--- src/rtl/unlock_gate_pkg.sv ---
package unlock_gate_pkg;

    typedef enum logic [1:0] {
        GATE_LOCKED = 2'd0,
        GATE_ARMED  = 2'd1,
        GATE_OPEN   = 2'd2
    } gate_st_e;

    typedef struct packed {
        gate_st_e st;
    } gate_regs_t;

endpackage

--- src/rtl/unlock_key_decode.sv ---
module unlock_key_decode #(
    parameter int                ADDR_W     = 8,
    parameter int                DATA_W     = 32,
    parameter logic [ADDR_W-1:0] KEY_A_ADDR = 8'h6C,
    parameter logic [ADDR_W-1:0] KEY_B_ADDR = 8'h70,
    parameter logic [DATA_W-1:0] KEY_A_VAL  = 32'h83E7_0B13,
    parameter logic [DATA_W-1:0] KEY_B_VAL  = 32'h95A4_F1E0,
    parameter logic [ADDR_W-1:0] PROT_LO    = 8'h00,
    parameter logic [ADDR_W-1:0] PROT_HI    = 8'h5F
) (
    input  logic [ADDR_W-1:0]   wr_addr_i,
    input  logic [DATA_W-1:0]   wr_data_i,
    input  logic [DATA_W/8-1:0] wr_strb_i,
    input  logic [ADDR_W-1:0]   rd_addr_i,
    output logic                hit_a_o,
    output logic                hit_b_o,
    output logic                good_a_o,
    output logic                good_b_o,
    output logic                in_prot_o,
    output logic                rd_key_o
);

    localparam logic [ADDR_W-1:0] PROT_SPAN = PROT_HI - PROT_LO;

    logic               full_word;
    logic [ADDR_W-1:0]  prot_ofs;

    always_comb begin
        full_word = &wr_strb_i;
        hit_a_o   = (wr_addr_i == KEY_A_ADDR);
        hit_b_o   = (wr_addr_i == KEY_B_ADDR);
        good_a_o  = full_word && (wr_data_i == KEY_A_VAL);
        good_b_o  = full_word && (wr_data_i == KEY_B_VAL);
        prot_ofs  = wr_addr_i - PROT_LO;
        in_prot_o = (prot_ofs <= PROT_SPAN) && !hit_a_o && !hit_b_o;
        rd_key_o  = (rd_addr_i == KEY_A_ADDR) || (rd_addr_i == KEY_B_ADDR);
    end

endmodule

--- src/rtl/unlock_fsm.sv ---
module unlock_fsm
    import unlock_gate_pkg::*;
(
    input  logic clk,
    input  logic rst_n,
    input  logic wr_en_i,
    input  logic hit_a_i,
    input  logic hit_b_i,
    input  logic good_a_i,
    input  logic good_b_i,
    output logic locked_o
);

    gate_regs_t regs_d, regs_q;

    always_comb begin
        regs_d = regs_q;
        if (wr_en_i && hit_a_i) begin
            if (!good_a_i)
                regs_d.st = GATE_LOCKED;
            else if (regs_q.st != GATE_OPEN)
                regs_d.st = GATE_ARMED;
        end else if (wr_en_i && hit_b_i) begin
            if (good_b_i && (regs_q.st != GATE_LOCKED))
                regs_d.st = GATE_OPEN;
            else
                regs_d.st = GATE_LOCKED;
        end
    end

    always_ff @(posedge clk or negedge rst_n) begin
        if (!rst_n)
            regs_q <= '{st: GATE_LOCKED};
        else
            regs_q <= regs_d;
    end

    assign locked_o = (regs_q.st != GATE_OPEN);

    AST_OPEN_NEEDS_KEY_B: assert property (@(posedge clk) disable iff (!rst_n)
        (regs_q.st == GATE_OPEN && $past(regs_q.st) != GATE_OPEN)
            |-> $past(wr_en_i && hit_b_i && good_b_i));

    AST_ARMED_NEEDS_KEY_A: assert property (@(posedge clk) disable iff (!rst_n)
        (regs_q.st == GATE_ARMED && $past(regs_q.st) != GATE_ARMED)
            |-> $past(wr_en_i && hit_a_i && good_a_i));

    AST_BAD_KEY_A_RELOCKS: assert property (@(posedge clk) disable iff (!rst_n)
        (wr_en_i && hit_a_i && !good_a_i) |=> (regs_q.st == GATE_LOCKED));

    AST_EARLY_KEY_B_STAYS: assert property (@(posedge clk) disable iff (!rst_n)
        (wr_en_i && hit_b_i && regs_q.st == GATE_LOCKED) |=> locked_o);

endmodule

--- src/rtl/unlock_write_qual.sv ---
module unlock_write_qual #(
    parameter int DATA_W = 32
) (
    input  logic              wr_en_i,
    input  logic              hit_a_i,
    input  logic              hit_b_i,
    input  logic              in_prot_i,
    input  logic              locked_i,
    input  logic              rd_key_i,
    input  logic [DATA_W-1:0] rd_data_i,
    output logic              wr_allow_o,
    output logic              key_wr_o,
    output logic [DATA_W-1:0] rd_data_o
);

    logic key_hit;

    always_comb begin
        key_hit    = hit_a_i || hit_b_i;
        key_wr_o   = wr_en_i && key_hit;
        wr_allow_o = wr_en_i && !key_hit && (!in_prot_i || !locked_i);
        rd_data_o  = rd_key_i ? '0 : rd_data_i;
    end

endmodule

--- src/rtl/key_unlock_gate.sv ---
module key_unlock_gate #(
    parameter int                ADDR_W     = 8,
    parameter int                DATA_W     = 32,
    parameter logic [ADDR_W-1:0] KEY_A_ADDR = 8'h6C,
    parameter logic [ADDR_W-1:0] KEY_B_ADDR = 8'h70,
    parameter logic [DATA_W-1:0] KEY_A_VAL  = 32'h83E7_0B13,
    parameter logic [DATA_W-1:0] KEY_B_VAL  = 32'h95A4_F1E0,
    parameter logic [ADDR_W-1:0] PROT_LO    = 8'h00,
    parameter logic [ADDR_W-1:0] PROT_HI    = 8'h5F
) (
    input  logic                clk,
    input  logic                rst_n,
    input  logic                wr_en_i,
    input  logic [ADDR_W-1:0]   wr_addr_i,
    input  logic [DATA_W-1:0]   wr_data_i,
    input  logic [DATA_W/8-1:0] wr_strb_i,
    input  logic [ADDR_W-1:0]   rd_addr_i,
    input  logic [DATA_W-1:0]   rd_data_i,
    output logic [DATA_W-1:0]   rd_data_o,
    output logic                wr_allow_o,
    output logic                key_wr_o,
    output logic                locked_o
);

    logic hit_a, hit_b, good_a, good_b, in_prot, rd_key;

    unlock_key_decode #(
        .ADDR_W     (ADDR_W),
        .DATA_W     (DATA_W),
        .KEY_A_ADDR (KEY_A_ADDR),
        .KEY_B_ADDR (KEY_B_ADDR),
        .KEY_A_VAL  (KEY_A_VAL),
        .KEY_B_VAL  (KEY_B_VAL),
        .PROT_LO    (PROT_LO),
        .PROT_HI    (PROT_HI)
    ) i_decode (
        .wr_addr_i  (wr_addr_i),
        .wr_data_i  (wr_data_i),
        .wr_strb_i  (wr_strb_i),
        .rd_addr_i  (rd_addr_i),
        .hit_a_o    (hit_a),
        .hit_b_o    (hit_b),
        .good_a_o   (good_a),
        .good_b_o   (good_b),
        .in_prot_o  (in_prot),
        .rd_key_o   (rd_key)
    );

    unlock_fsm i_fsm (
        .clk      (clk),
        .rst_n    (rst_n),
        .wr_en_i  (wr_en_i),
        .hit_a_i  (hit_a),
        .hit_b_i  (hit_b),
        .good_a_i (good_a),
        .good_b_i (good_b),
        .locked_o (locked_o)
    );

    unlock_write_qual #(
        .DATA_W (DATA_W)
    ) i_qual (
        .wr_en_i    (wr_en_i),
        .hit_a_i    (hit_a),
        .hit_b_i    (hit_b),
        .in_prot_i  (in_prot),
        .locked_i   (locked_o),
        .rd_key_i   (rd_key),
        .rd_data_i  (rd_data_i),
        .wr_allow_o (wr_allow_o),
        .key_wr_o   (key_wr_o),
        .rd_data_o  (rd_data_o)
    );

    AST_PROT_BLOCKED_LOCKED: assert property (@(posedge clk) disable iff (!rst_n)
        (wr_en_i && in_prot && locked_o) |-> !wr_allow_o);

    AST_KEY_NOT_FORWARDED: assert property (@(posedge clk) disable iff (!rst_n)
        key_wr_o |-> !wr_allow_o);

    AST_KEY_READS_ZERO: assert property (@(posedge clk) disable iff (!rst_n)
        rd_key |-> (rd_data_o == '0));

    AST_PARTIAL_KEY_A_RELOCKS: assert property (@(posedge clk) disable iff (!rst_n)
        (wr_en_i && hit_a && !(&wr_strb_i)) |=> locked_o);

endmodule

--- config.mk ---
export PLATFORM = sky130hd
export DESIGN_NAME = key_unlock_gate
export DESIGN_NICKNAME = d
export VERILOG_FILES = /design/src/rtl/unlock_gate_pkg.sv /design/src/rtl/unlock_key_decode.sv /design/src/rtl/unlock_fsm.sv /design/src/rtl/unlock_write_qual.sv /design/src/rtl/key_unlock_gate.sv
export SDC_FILE = /design/constraint.sdc
export NUM_CORES = 1
export LEC_CHECK = 0
export ABC_AREA = 1
export CAP_MARGIN = 20
export CELL_PAD_IN_SITES_DETAIL_PLACEMENT = 2
export CELL_PAD_IN_SITES_GLOBAL_PLACEMENT = 2
export CORE_UTILIZATION = 10
export CTS_CLUSTER_DIAMETER = 100
export DETAILED_ROUTE_END_ITERATION = 10
export PLACE_DENSITY = 0.95
export SLEW_MARGIN = 30
export SYNTH_ARGS = -nofsm -noshare
export SYNTH_HDL_FRONTEND = slang
export SYNTH_SLANG_ARGS = --single-unit
export TNS_END_PERCENT = 100
--- constraint.sdc ---
create_clock -name clk -period 0.9 [get_ports clk]
set_input_delay 0.09 -clock clk [delete_from_list [all_inputs] [get_ports clk]]
set_output_delay 0.09 -clock clk [all_outputs]
set_load 0.01 [all_outputs]
==> results.md <==
| Quantity | Reported | Unit |
|:---|:---|:---|
| Primary flip-flop cell chosen by synthesis mapping | dfrtp_1 | - |
| Highest attainable clock frequency | 736 | MHz |
| Largest registers ranked by flip-flop count | i_fsm.regs_q: 2 flops | - |
| DRC | 0 | - |
| Ratio of final minimum period to clock period | 151 | % |
| Kind of start point of the critical path | input port | - |
| CTS clk-pin slew, worst paths | 0.03 | ns |
| Result of the run | finished with violations | - |
| Maximum resistive drop on vdd | 0.409 | mV |
| Chip width | 92.7 | microns |
| Worst flop-to-flop path startpoint | i_fsm.regs_q[1] | - |
| Clock tree root buffer cell | clkbuf_8 | - |
| Count of vias placed by the detailed router | 1,660 | - |
| Clock insertion delay at the later pin of the skew report | 0.21 | ns |
| Unrepaired setup endpoints after global routing | yes | - |
| Port Buf Inserts | 121 | - |
| Number of buffers on the longest clock path | 2 | - |
| Worst setup slack for register-to-register paths | -0.29 | ns |
| Arrival time at the worst endpoint | 1.27 | ns |
| Total global routing track utilization | 13.9 | % |
| Setup violation total in the final timing report | 37 | - |
| Number of vias per cell | 3.99 | - |
| Net count of the finished layout | 403 | - |
| Largest cells by area after synthesis | inv_1, nor2_1, nor2_2 | - |
| Minimum clock period | 1.36 | ns |
| Most numerous cell types in the synthesized netlist | inv_1, nor2_1, nand2_1, nor2_2, nand3_1 | - |
| Maximum number of pins on one net before global-route repair | 9 | - |
| Maximum net fanout on the critical path | 6 | - |
| Final Hold Violating Endpoints | 0 | - |
| Reg2reg end | i_fsm.regs_q[1] | - |
| Vias in the first global route | 2,009 | - |
| Leak Pwr | 0.00136 | uW |
| Library cell with the largest summed area after synthesis | inv_1 | - |
| Clk_skew | 0.0000722 | ns |
| Gpl congestion | 0.686 | - |
| Core box area | 0.00785 | sq mm |
| Total of flip-flops plus latches after synthesis | 2 | - |
| Placed Instance Area | 0.00221 | sq mm |
| Drt initial violations | 5 | - |
| Worst hold path class | input port to async pin | - |
| Summed area of non-filler cells in the final layout | 0.00281 | sq mm |
| Initial antenna violation count | 0 | - |
| Hold-fix buffers, CTS | 0 | - |
| Final slew viol count | 0 | - |
| Net count after synthesis | 253 | - |
| Class of the most critical setup path | input port to output pin | - |
| Wire length per cell | 16.2 | microns |
| Required time of the critical path | 0.81 | ns |
| ANT nets after route | 0 | - |
| Overall power consumption | 1590 | uW |
| Die Footprint | 0.00860 | sq mm |
| Headroom to the max-slew limit | 86.7 | % |
| Post-Synthesis Cells | 166 | - |
| Crit-path cells | buf_6 -> inv_4 -> and3_4 -> o2111a_2 -> buf_12 -> buf_16 -> buf_12 -> nor2_4 -> buf_6 | - |
| Antenna diodes | 0 | - |
| Count of non-filler cells in the finished layout | 416 | - |
| Number of H-tree levels | 1 | - |
| Initial standard-cell utilization of the core | 10.5 | % |
| Area of the mapped netlist | 823 | sq um |
| Top register by number of flip-flops | i_fsm.regs_q | - |
| Number of ports placed on the die boundary | 122 | - |
| First-pass GRT wire length | 9370 | microns |
| Synth top area share | 23.3 | % |
| Max capacitance violation total | 0 | - |
| Syn-to-layout area delta | 241 | % |
| Slew at the pin closest to its max-slew limit | 0.199 | ns |
| Final hold slack | 0.0602 | ns |
| Inserted Clock Buffers | 3 | - |
| Number of flip-flops in the largest register | 2 | - |
| Share of cells above drive strength 1 | 52.2 | % |
| Ratio of total power to cell area | 566 | mW/mm^2 |
| Share of the yosys chip area belonging to registers | 6.08 | % |
| CP max-delay cell | o2111a_2 | - |
| Placed Cells | 394 | - |
| Number of flops mapped to enable cells by yosys | 0 | - |
| Standard-cell row count | 32 | - |
| Sink Count | 2 | - |
| CTS tree | built | - |
| Congestion Overflow GR | 0 | - |
| HPWL Detailed | 4370 | microns |
| Vertical extent of the die | 92.7 | microns |
| Cell with the most instances after synthesis | inv_1 | - |
| Routed wire length | 6740 | microns |
| Slowest cell delay on critical path | 0.28 | ns |
| First-pass DRT Iterations | 3 | - |
| Fin worst setup slack | -0.459 | ns |
| Worst-case reg-to-reg path depth | 8 | - |
| Violations in the final reports | negative setup slack | - |
| Share of flip-flops with an asynchronous set or reset | 100 | % |
| YS warnings | 0 | - |
| Endpoint type of the worst setup path | output pin | - |
| Number of distinct library cells after synthesis | 20 | - |
| Avg Cell Area, Syn | 4.96 | sq um |
[final cells by class]
type	instances	area, sq um
clock buffers	3	41.3
fillers	904	5040
inverters	52	200
multi-input cells	109	912
flip-flops and latches	2	50.0
well taps	102	128
repair buffers	148	1480
[worst max-delay path, delay by kind of cell]
| family | cells | cell delay (ns) |
|---|---|---|
| AO/OA/AOI/OAI | 1 | 0.28 |
| AND/OR/NAND/NOR | 2 | 0.25 |
| buffers and inverters | 6 | 0.64 |
[power by group]
group,leakage (uW),switching (uW),internal [uW],total (uW)
sequential,0.0000267,16.8,104,121
combinational,0.00131,466,651,1120
clock,0.0000216,69.3,282,352
[layout by cell type (no fill, tap or decap)]
master,n
nor2_1,14
nand4_1,4
buf_4,11
clkdlybuf4s15_1,5
nand2_4,1
buf_12,4
dfrtp_1,2
o2111a_2,1
inv_4,2
clkdlybuf4s50_1,33
nor3b_4,1
clkbuf_8,3
a21oi_2,1
dlygate4sd2_1,23
buf_8,1
nand3_4,1
nand2_1,17
nand3_2,3
inv_1,43
buf_2,11
nand4_4,1
nor3_4,1
nor2_2,4
nor3b_2,1
o21ai_4,1
nand3_1,7
inv_2,7
or2_1,1
clkbuf_2,10
nor3_2,6
buf_16,3
and3_4,1
a31oi_4,1
buf_6,47
nand2_2,4
nor2_4,37
a21oi_1,1
[cells by family (layout without fill, tap and decap cells)]
logic type,count (synthesis),in the layout,synth area share [%]
simple gates,104,104,60.6
buf+inv,55,203,27.8
compound gates,5,5,5.47
flops,2,2,6.08
[layer usage]
metal	global-route usage [%]	wire length [microns]	up-vias	part of all wire, %
li1	-	-	782	-
met1	12.2	2020	779	30
met3	2.22	359	14	5.3
met2	31.0	4190	85	62
met5	0	0	-	0
met4	3.85	167	0	2.5
[worst max-delay path by stage]
stage,from,endpoint,slack (ns)
floorplan,rd_addr_i[3],rd_data_o[0],-0.03
global placement,rd_addr_i[4],rd_data_o[12],-1.01
detailed placement,rd_addr_i[4],rd_data_o[5],-1.08
CTS,rd_addr_i[4],rd_data_o[28],-0.41
global route,rd_addr_i[4],rd_data_o[3],-0.48
finish,rd_addr_i[4],rd_data_o[2],-0.46
[timing repair]
item                       CTS  global route
resized for setup          317            90
gates cloned                 3             0
buffers inserted            15             3
setup endpoints to repair   37            37
pin swaps                   48            23
[through the flow]
stage / util (%) / setup WS, ns / setup TNS, ns
after floorplan: - / -0.0296 / -0.414
after global placement: 28.2 / -1.01 / -34.62
after detailed placement: 28.2 / -1.08 / -36.13
after CTS: 31.7 / -0.413 / -11.28
after global routing: 35.8 / -0.484 / -14.05
final: 35.8 / -0.459 / -12.97
(Power assumes the default switching activity.)
